[src/rtl/simd_adder_pkg.sv]
package simd_adder_pkg;
  localparam int DATA_W    = 64;
  localparam int UNIT_W    = 8;
  localparam int NUM_UNITS = DATA_W / UNIT_W;
  localparam int MODE_W    = 2;
  localparam int NUM_SIZES = $clog2(NUM_UNITS) + 1;

  typedef struct packed {
    logic [NUM_UNITS-1:0] cutBefore;  // unit starts a new lane
    logic                 invertB;    // subtract: invert B, carry-in of one
    logic [MODE_W-1:0]    sizeSel;    // log2 of units per lane
  } ctrlStrobes_t;
endpackage

[src/rtl/simd_adder_ctrl.sv]
module simd_adder_ctrl
  import simd_adder_pkg::*;
(
  input  logic [MODE_W-1:0] laneMode,
  input  logic              doSub,
  output ctrlStrobes_t      strobes
);
  logic [NUM_UNITS-1:0] cutMask;

  always_comb begin
    for (int i = 0; i < NUM_UNITS; i++) begin
      cutMask[i] = ((i & ((1 << laneMode) - 1)) == 0);
    end
  end

  assign strobes.cutBefore = cutMask;
  assign strobes.invertB   = doSub;
  assign strobes.sizeSel   = laneMode;
endmodule

[src/rtl/simd_adder_datapath.sv]
module simd_adder_datapath
  import simd_adder_pkg::*;
(
  input  logic [DATA_W-1:0]    opA,
  input  logic [DATA_W-1:0]    opB,
  input  ctrlStrobes_t         strobes,
  output logic [DATA_W-1:0]    sumNext,
  output logic [NUM_UNITS-1:0] carryNext
);
  logic [NUM_UNITS-1:0] unitCarry;
  logic [NUM_UNITS-1:0] unitCin;
  logic [NUM_UNITS-1:0] carryBySize [NUM_SIZES];

  genvar u;
  generate
    for (u = 0; u < NUM_UNITS; u++) begin : g_unit
      logic [UNIT_W-1:0] bEff;
      assign bEff = opB[u*UNIT_W +: UNIT_W] ^ {UNIT_W{strobes.invertB}};
      if (u == 0) begin : g_first
        assign unitCin[u] = strobes.invertB;
      end else begin : g_rest
        assign unitCin[u] = strobes.cutBefore[u] ? strobes.invertB : unitCarry[u-1];
      end
      assign {unitCarry[u], sumNext[u*UNIT_W +: UNIT_W]} =
        {1'b0, opA[u*UNIT_W +: UNIT_W]} + {1'b0, bEff} + {{UNIT_W{1'b0}}, unitCin[u]};
    end
  endgenerate

  genvar s, k;
  generate
    for (s = 0; s < NUM_SIZES; s++) begin : g_size
      for (k = 0; k < NUM_UNITS; k++) begin : g_lane
        if (((k + 1) << s) <= NUM_UNITS) begin : g_live
          assign carryBySize[s][k] = unitCarry[((k + 1) << s) - 1];
        end else begin : g_dead
          assign carryBySize[s][k] = 1'b0;
        end
      end
    end
  endgenerate

  assign carryNext = carryBySize[strobes.sizeSel];
endmodule

[src/rtl/simd_part_adder.sv]
module simd_part_adder
  import simd_adder_pkg::*;
(
  input  logic              clk,
  input  logic              rstN,
  input  logic [63:0]       opA,
  input  logic [63:0]       opB,
  input  logic [1:0]        laneMode,
  input  logic              doSub,
  output logic [63:0]       sumOut,
  output logic [7:0]        carryOut
);
  ctrlStrobes_t         strobes;
  logic [DATA_W-1:0]    sumNext;
  logic [NUM_UNITS-1:0] carryNext;

  simd_adder_ctrl u_ctrl (
    .laneMode (laneMode),
    .doSub    (doSub),
    .strobes  (strobes)
  );

  simd_adder_datapath u_dp (
    .opA       (opA),
    .opB       (opB),
    .strobes   (strobes),
    .sumNext   (sumNext),
    .carryNext (carryNext)
  );

  always_ff @(posedge clk) begin
    if (!rstN) begin
      sumOut   <= '0;
      carryOut <= '0;
    end else begin
      sumOut   <= sumNext;
      carryOut <= carryNext;
    end
  end

  p_full_width_carry_r8: assert property (@(posedge clk) disable iff (!rstN)
    (laneMode == 2'b11) |=> (carryOut[7:1] == 7'b0));
  p_word_carry_r8: assert property (@(posedge clk) disable iff (!rstN)
    (laneMode == 2'b10) |=> (carryOut[7:2] == 6'b0));
  p_half_carry_r8: assert property (@(posedge clk) disable iff (!rstN)
    (laneMode == 2'b01) |=> (carryOut[7:4] == 4'b0));
  p_byte0_add_r1: assert property (@(posedge clk) disable iff (!rstN)
    (laneMode == 2'b00 && !doSub) |=>
      (sumOut[7:0] == 8'($past(opA[7:0]) + $past(opB[7:0]))));
  p_self_sub_zero_r6: assert property (@(posedge clk) disable iff (!rstN)
    (doSub && opA == opB) |=> (sumOut == 64'b0 && carryOut[0]));
  p_reset_clear_r9: assert property (@(posedge clk)
    !rstN |=> (sumOut == 64'b0 && carryOut == 8'b0));
endmodule

[config.mk]
export PLATFORM = sky130hd
export DESIGN_NAME = simd_part_adder
export DESIGN_NICKNAME = d
export VERILOG_FILES = /design/src/rtl/simd_adder_pkg.sv /design/src/rtl/simd_adder_ctrl.sv /design/src/rtl/simd_adder_datapath.sv /design/src/rtl/simd_part_adder.sv
export SDC_FILE = /design/constraint.sdc
export NUM_CORES = 1
export LEC_CHECK = 0
export ABC_CLOCK_PERIOD_IN_PS = 33900
export BUFFER_PORTS_ARGS = -buffer_cell sky130_fd_sc_hd__buf_2
export CORE_MARGIN = 8
export CORE_UTILIZATION = 54
export CTS_CLUSTER_DIAMETER = 30
export DETAILED_ROUTE_END_ITERATION = 10
export PLACE_DENSITY = 0.95
export SLEW_MARGIN = 5
export SYNTH_ARGS = -nofsm -noshare
export SYNTH_HDL_FRONTEND = slang
export SYNTH_SLANG_ARGS = --single-unit
[constraint.sdc]
create_clock -name clk -period 33.9 [get_ports clk]
set_clock_uncertainty 0.15 [all_clocks]
set_input_delay 3.39 -clock clk [delete_from_list [all_inputs] [get_ports clk]]
set_output_delay 3.39 -clock clk [all_outputs]
set_load 0.02 [all_outputs]
Yosys cells after proc, flatten, opt, wreduce, memory -nomap -nowiden
Cells that the tools add are included.
{"block": "op_classes", "n_mux": 10, "reduce_logical": 7, "bitwise": 9, "magnitude_cmp": 1, "shifts": 1, "addsub": 17}
{"cell": "$logic_not A32 Y1", "n": 7}
{"cell": "$add A8 B8 Y9", "n": 8}
{"cell": "$add A9 B1 Y9", "n": 8}
{"cell": "$xor A8 B8 Y8", "n": 8}
{"cell": "$bmux W8 S2", "n": 1}
{"cell": "$mux W8", "n": 2}
{"cell": "$mux W1", "n": 7}
{"cell": "$ge A3 B3 Y1 const B", "n": 1}
{"cell": "$not A2 Y3", "n": 1}
{"cell": "$shl A1 B2 Y3 const A", "n": 1}
{"cell": "$sub A3 B2 Y3 const B", "n": 1}
{"block": "totals", "reg_bits": 72, "input_bits": 133, "elab_cells": 47, "out_inout_bits": 72}

Logic depth before layout (Yosys ltp)
{"block": "logic_depth", "ltp_word": 20, "mapped_depth": 57, "depth_no_buf": 56}

Hierarchy
A second synthesis with hierarchy kept.
{"block": "unflattened", "cells_unflattened": 627, "area_unflattened_um2": 5594.1}
{"mod": "simd_adder_datapath", "area_each_um2": 3505.9, "cells_per_inst": 464, "seq_area_each_um2": 0.0, "instances": 1}
{"mod": "simd_part_adder", "area_each_um2": 2016.9, "cells_per_inst": 151, "seq_area_each_um2": 1441.4, "instances": 1}
{"mod": "simd_adder_ctrl", "area_each_um2": 71.3, "cells_per_inst": 12, "seq_area_each_um2": 0.0, "instances": 1}

Least setup slack after synthesis
No wires, ideal clock.
{"block": "synth_timing", "path_type": "input port to flip-flop", "from": "in doSub", "to": "reg sumOut[62]", "setup_slack_ns": 18.317, "stages": 57, "required_time_ns": 33.618, "arrival_time_ns": 15.301, "path_cell_list": "buf_2 buf_2 xor2_1 ha_1 o21a_1 o31ai_4 a21oi_1 o21a_1 o31ai_1 fa_1 fa_1 nor2b_1 o21ai_0 a21oi_1 o21ai_0 a21o_1 fa_1 fa_1 [21 not listed] o21ai_0 a21oi_1 o41ai_2 a21o_1 fa_1 fa_1 nor2b_4 o21a_1 o21a_1 o221a_2 o21ai_0 fa_1 fa_1 nor2b_1 o31ai_2 a21oi_1 o21a_1 nor3_1"}
{"block": "synth_between", "elab_chain_cells": 17, "elab_cells_between_ends": 31, "cone_classes": "add/sub: 16; mux: 7; bitwise: 8"}
{"element": "start, declared", "line_no": "simd_part_adder.sv:9", "source": "input logic doSub,"}
{"element": "$xor A8 B8 Y8", "line_no": "simd_adder_datapath.sv:18", "source": "assign bEff = opB[u*UNIT_W +: UNIT_W] ^ {UNIT_W{strobes.invertB}};"}
{"element": "$add A8 B8 Y9", "line_no": "simd_adder_datapath.sv:25", "source": "{1'b0, opA[u*UNIT_W +: UNIT_W]} + {1'b0, bEff} + {{UNIT_W{1'b0}}, unitCin[u]};"}
{"element": "$add A9 B1 Y9", "line_no": "simd_adder_datapath.sv:25"}
{"element": "$mux W1", "line_no": "simd_adder_datapath.sv:22", "source": "assign unitCin[u] = strobes.cutBefore[u] ? strobes.invertB : unitCarry[u-1];"}
{"element": "$add A9 B1 Y9", "line_no": "simd_adder_datapath.sv:25"}
{"element": "$mux W1", "line_no": "simd_adder_datapath.sv:22"}
{"element": "$add A9 B1 Y9", "line_no": "simd_adder_datapath.sv:25"}
{"element": "$mux W1", "line_no": "simd_adder_datapath.sv:22"}
{"element": "$add A9 B1 Y9", "line_no": "simd_adder_datapath.sv:25"}
{"element": "$mux W1", "line_no": "simd_adder_datapath.sv:22"}
{"element": "$add A9 B1 Y9", "line_no": "simd_adder_datapath.sv:25"}
{"element": "$mux W1", "line_no": "simd_adder_datapath.sv:22"}
{"element": "$add A9 B1 Y9", "line_no": "simd_adder_datapath.sv:25"}
{"element": "$mux W1", "line_no": "simd_adder_datapath.sv:22"}
{"element": "$add A9 B1 Y9", "line_no": "simd_adder_datapath.sv:25"}
{"element": "$mux W1", "line_no": "simd_adder_datapath.sv:22"}
{"element": "$add A9 B1 Y9 (*)", "line_no": "simd_adder_datapath.sv:25"}
{"element": "end signal, assigned", "line_no": "simd_part_adder.sv:36", "source": "sumOut <= sumNext;"}
{"element": "end, declared", "line_no": "simd_part_adder.sv:10", "source": "output logic [63:0] sumOut,"}
Every way passes the cells marked *; elsewhere a longest branch is shown, timed or not.
A chain may end at the register's enable or synchronous reset.

Worst setup path after layout
{"block": "layout_timing", "from": "in doSub", "to": "reg carryOut[0]"}
{"block": "layout_between", "elab_chain_cells": 20, "elab_cells_between_ends": 34, "cone_classes": "add/sub: 16; mux: 10; bitwise: 8"}
{"element": "$xor A8 B8 Y8", "line_no": "simd_adder_datapath.sv:18"}
{"element": "$add A8 B8 Y9", "line_no": "simd_adder_datapath.sv:25"}
{"element": "$add A9 B1 Y9", "line_no": "simd_adder_datapath.sv:25"}
{"element": "$mux W1", "line_no": "simd_adder_datapath.sv:22"}
{"element": "$add A9 B1 Y9", "line_no": "simd_adder_datapath.sv:25"}
{"element": "$mux W1", "line_no": "simd_adder_datapath.sv:22"}
{"element": "$add A9 B1 Y9", "line_no": "simd_adder_datapath.sv:25"}
{"element": "$mux W1", "line_no": "simd_adder_datapath.sv:22"}
{"element": "[3 not listed]"}
{"element": "$mux W1", "line_no": "simd_adder_datapath.sv:22"}
{"element": "$add A9 B1 Y9", "line_no": "simd_adder_datapath.sv:25"}
{"element": "$mux W1", "line_no": "simd_adder_datapath.sv:22"}
{"element": "$add A9 B1 Y9", "line_no": "simd_adder_datapath.sv:25"}
{"element": "$mux W1", "line_no": "simd_adder_datapath.sv:22"}
{"element": "$add A9 B1 Y9", "line_no": "simd_adder_datapath.sv:25"}
{"element": "$bmux W8 S2 (*)", "line_no": "simd_adder_datapath.sv:42", "source": "assign carryNext = carryBySize[strobes.sizeSel];"}
{"element": "$mux W8 (implied by the code) (*) (2 in a row)", "line_no": "simd_adder_datapath.sv:42"}
{"element": "end signal, assigned", "line_no": "simd_part_adder.sv:37", "source": "carryOut <= carryNext;"}
{"element": "end, declared", "line_no": "simd_part_adder.sv:11", "source": "output logic [7:0] carryOut"}
Every way passes the cells marked *; elsewhere a longest branch is shown, timed or not. The select of a mux whose other input is x is not followed.

==> reports/results.tsv <==
metric	value	unit
Netlist cell types	50	
worst hold-check path type	input port to flop	
Hold Fails Final Rpt	0	
clock tree buffer depth	2	
Synth Instances	597	
DR DRC count	0	
Core Area	9550	um^2
clock root buffer	clkbuf_8	
die extent in y	114	um
fraction of layout instances using a drive strength above 1	0.292	
setup TNS	0	ns
leakage power	3.33	nW
final setup fails	0	
CP Launch Type	input port	
most frequent CP cell	fa_1	
Seq/Total Area, Yosys	0.277	
minimum clock period	17.02	ns
H-tree Lvls	3	
Yosys warning total	0	
I/O Buffers	204	
drt pass-1 iters	4	
unrepaired setup endpoints after global routing	false	
Worst Path Max Fanout	49	
Setup Fix Bufs, Post-CTS	0	
Worst EP required	34.02	ns
crit-path leading delay family	adder cells	
Area Overhead vs Synth	25.3	%
Max Cap Violations	0	
mean routed wirelength per cell	15.8	um
Initial Utilization	0.545	
antenna violations before repair	1	
CP Class	input port to flop	
drt initial violations	193	
Clock transition at path regs	0.08	ns
period utilization	0.502	
# resized after CTS	0	
IO Pins	205	
largest net degree at the start of global routing	50	
worst ir drop on vdd	22.4	uV
Post-synth EDFFs	0	
global placement routability congestion	0.883	
total grt overflow	0	
Post-DRT Antenna Nets	0	
top cells by area, synth	dfxtp_1 (28%), ha_1 (13%), xor2_1 (9.8%)	
status	finished clean	
Synth Register Bits	72	
WHS Endpoint	sumOut[0]	
Slew Limit Fails	0	
Rel. slew slack	0.469	
syn nets	801	
Num Clock Sinks	72	
Min-Delay Path Depth	3	
vias in the first global route	5100	
Buf/Inv on CP	2	
Post-synth ARST share	0	
Crit. End Element	flop	
area leader, netlist	dfxtp_1	
Critical Path Slowest Stage Cell	buf_4	
critical path data arrival time	17.13	ns
Rows	36	
DR vias/cell	5.23	
slowest stage delay, CP	0.69	ns
CTS tree	yes	
Worst-Margin Slew	0.796	ns
routed vias	4898	
DP Area	6340	um^2
Total Routing Usage GR	0.225	
most common cell in the synthesized netlist	dfxtp_1	
die area	13000	um^2
design area	6520	um^2
Syn Area/Cell	8.72	um^2
Hold Startpoint	opA[0]	
pwr dens	45.2	nW/um^2
Post-Synthesis Cell Area	5200	um^2
cts hold-fix bufs	0	
Final Routed Wirelength	14800	um
Die W	114	um
top_reg_cell synth	dfxtp_1	
post-layout net count	1001	
Fmax	58.8	MHz
Num CTS Buffers	9	
post-synth top area share	0.277	
first-pass GRT wire length	23700	um
commonest cells in the netlist	dfxtp_1 (72), xor2_1 (58), ha_1 (56), nor2_1 (52)	
hpwl dp	12000	um
metal layers:
metal / GRT usage / up-vias / share of wire / wire length (um)
met3: 0.0575 / 32 / 0.073 / 1080
li1: - / 2460 / - / -
met2: 0.397 / 179 / 0.49 / 7320
met1: 0.249 / 2227 / 0.41 / 6020
met5: 0 / - / 0 / 0
met4: 0.0985 / 0 / 0.027 / 394
power breakdown:
| group | leakage (nW) | total [W] | internal (W) | switching [W] |
|---|---|---|---|---|
| registers | 0.599 | 0.000102 | 0.0000986 | 0.00000356 |
| clock network | 0.0951 | 0.0000640 | 0.0000303 | 0.0000336 |
| logic | 2.63 | 0.000128 | 0.0000534 | 0.0000751 |
| total | 3.33 | 0.000295 | 0.000182 | 0.000112 |
worst min-delay path, delay by kind of cell:
family,cells,cell delay [ns]
AND/OR/NAND/NOR,1,0.07
XOR/XNOR,1,0.06
buffers and inverters,1,0.09
registers in the layout, indices dropped and copies added (netlist names):
register and cells:
sumOut 64, carryOut 8
per-stage QoR:
stage	hold slack, ns	cells	setup slack, ns	util	power [W]
4_1_cts	3.13	935	16.83	0.683	0.000297
3_5_place_dp	3.51	919	16.54	0.664	0.000232
6_report	3.15	936	16.88	0.683	0.000295
3_3_place_gp	3.51	919	17.02	0.664	0.000228
2_1_floorplan	3.38	597	18.32	-	0.000193
5_1_grt	3.15	935	15.81	0.683	0.000316
cells in the final DEF (no fill, tap or decap), types with 10 or more instances in the layout:
cell type	n
clkbuf_8	11
nor2b_1	16
xor2_1	58
nor2_1	52
buf_2	203
ha_1	56
nor3_1	34
or3_1	15
dfxtp_1	72
o21ai_0	40
nand2_1	26
inv_1	40
o21a_1	19
mux2i_1	10
a21oi_1	18
nand2b_1	23
fa_1	15
xnor2_1	16
cell type report:
class	instances	area (um^2)
tap	133	166
fill	785	3030
clock buffer	11	151
multi-input combinational	466	3530
inverter	41	154
clock inverter	5	31.3
timing repair buffer	207	1050
sequential	72	1440
antenna	1	2.50
cell families after synthesis:
| kind of cell | share of synthesized area |
|---|---|
| xor+xnor | 0.125 |
| simple gates | 0.191 |
| buf+inv | 0.0450 |
| fa+ha+maj | 0.192 |
| mux | 0.0192 |
| flops | 0.277 |
| compound gates | 0.151 |
worst max-delay path by stage:
stage / from / endpoint / slack (ns) / cells past startpoint
floorplan: doSub / sumOut[62] / 18.32 / 57
global route: doSub / carryOut[3] / 15.81 / 56
CTS: doSub / carryOut[0] / 16.83 / 56
finish: doSub / carryOut[0] / 16.88 / 56
global placement: doSub / carryOut[0] / 17.02 / 56
detailed placement: doSub / carryOut[0] / 16.54 / 56
No activity file was read; power rests on OpenSTA's default activity.
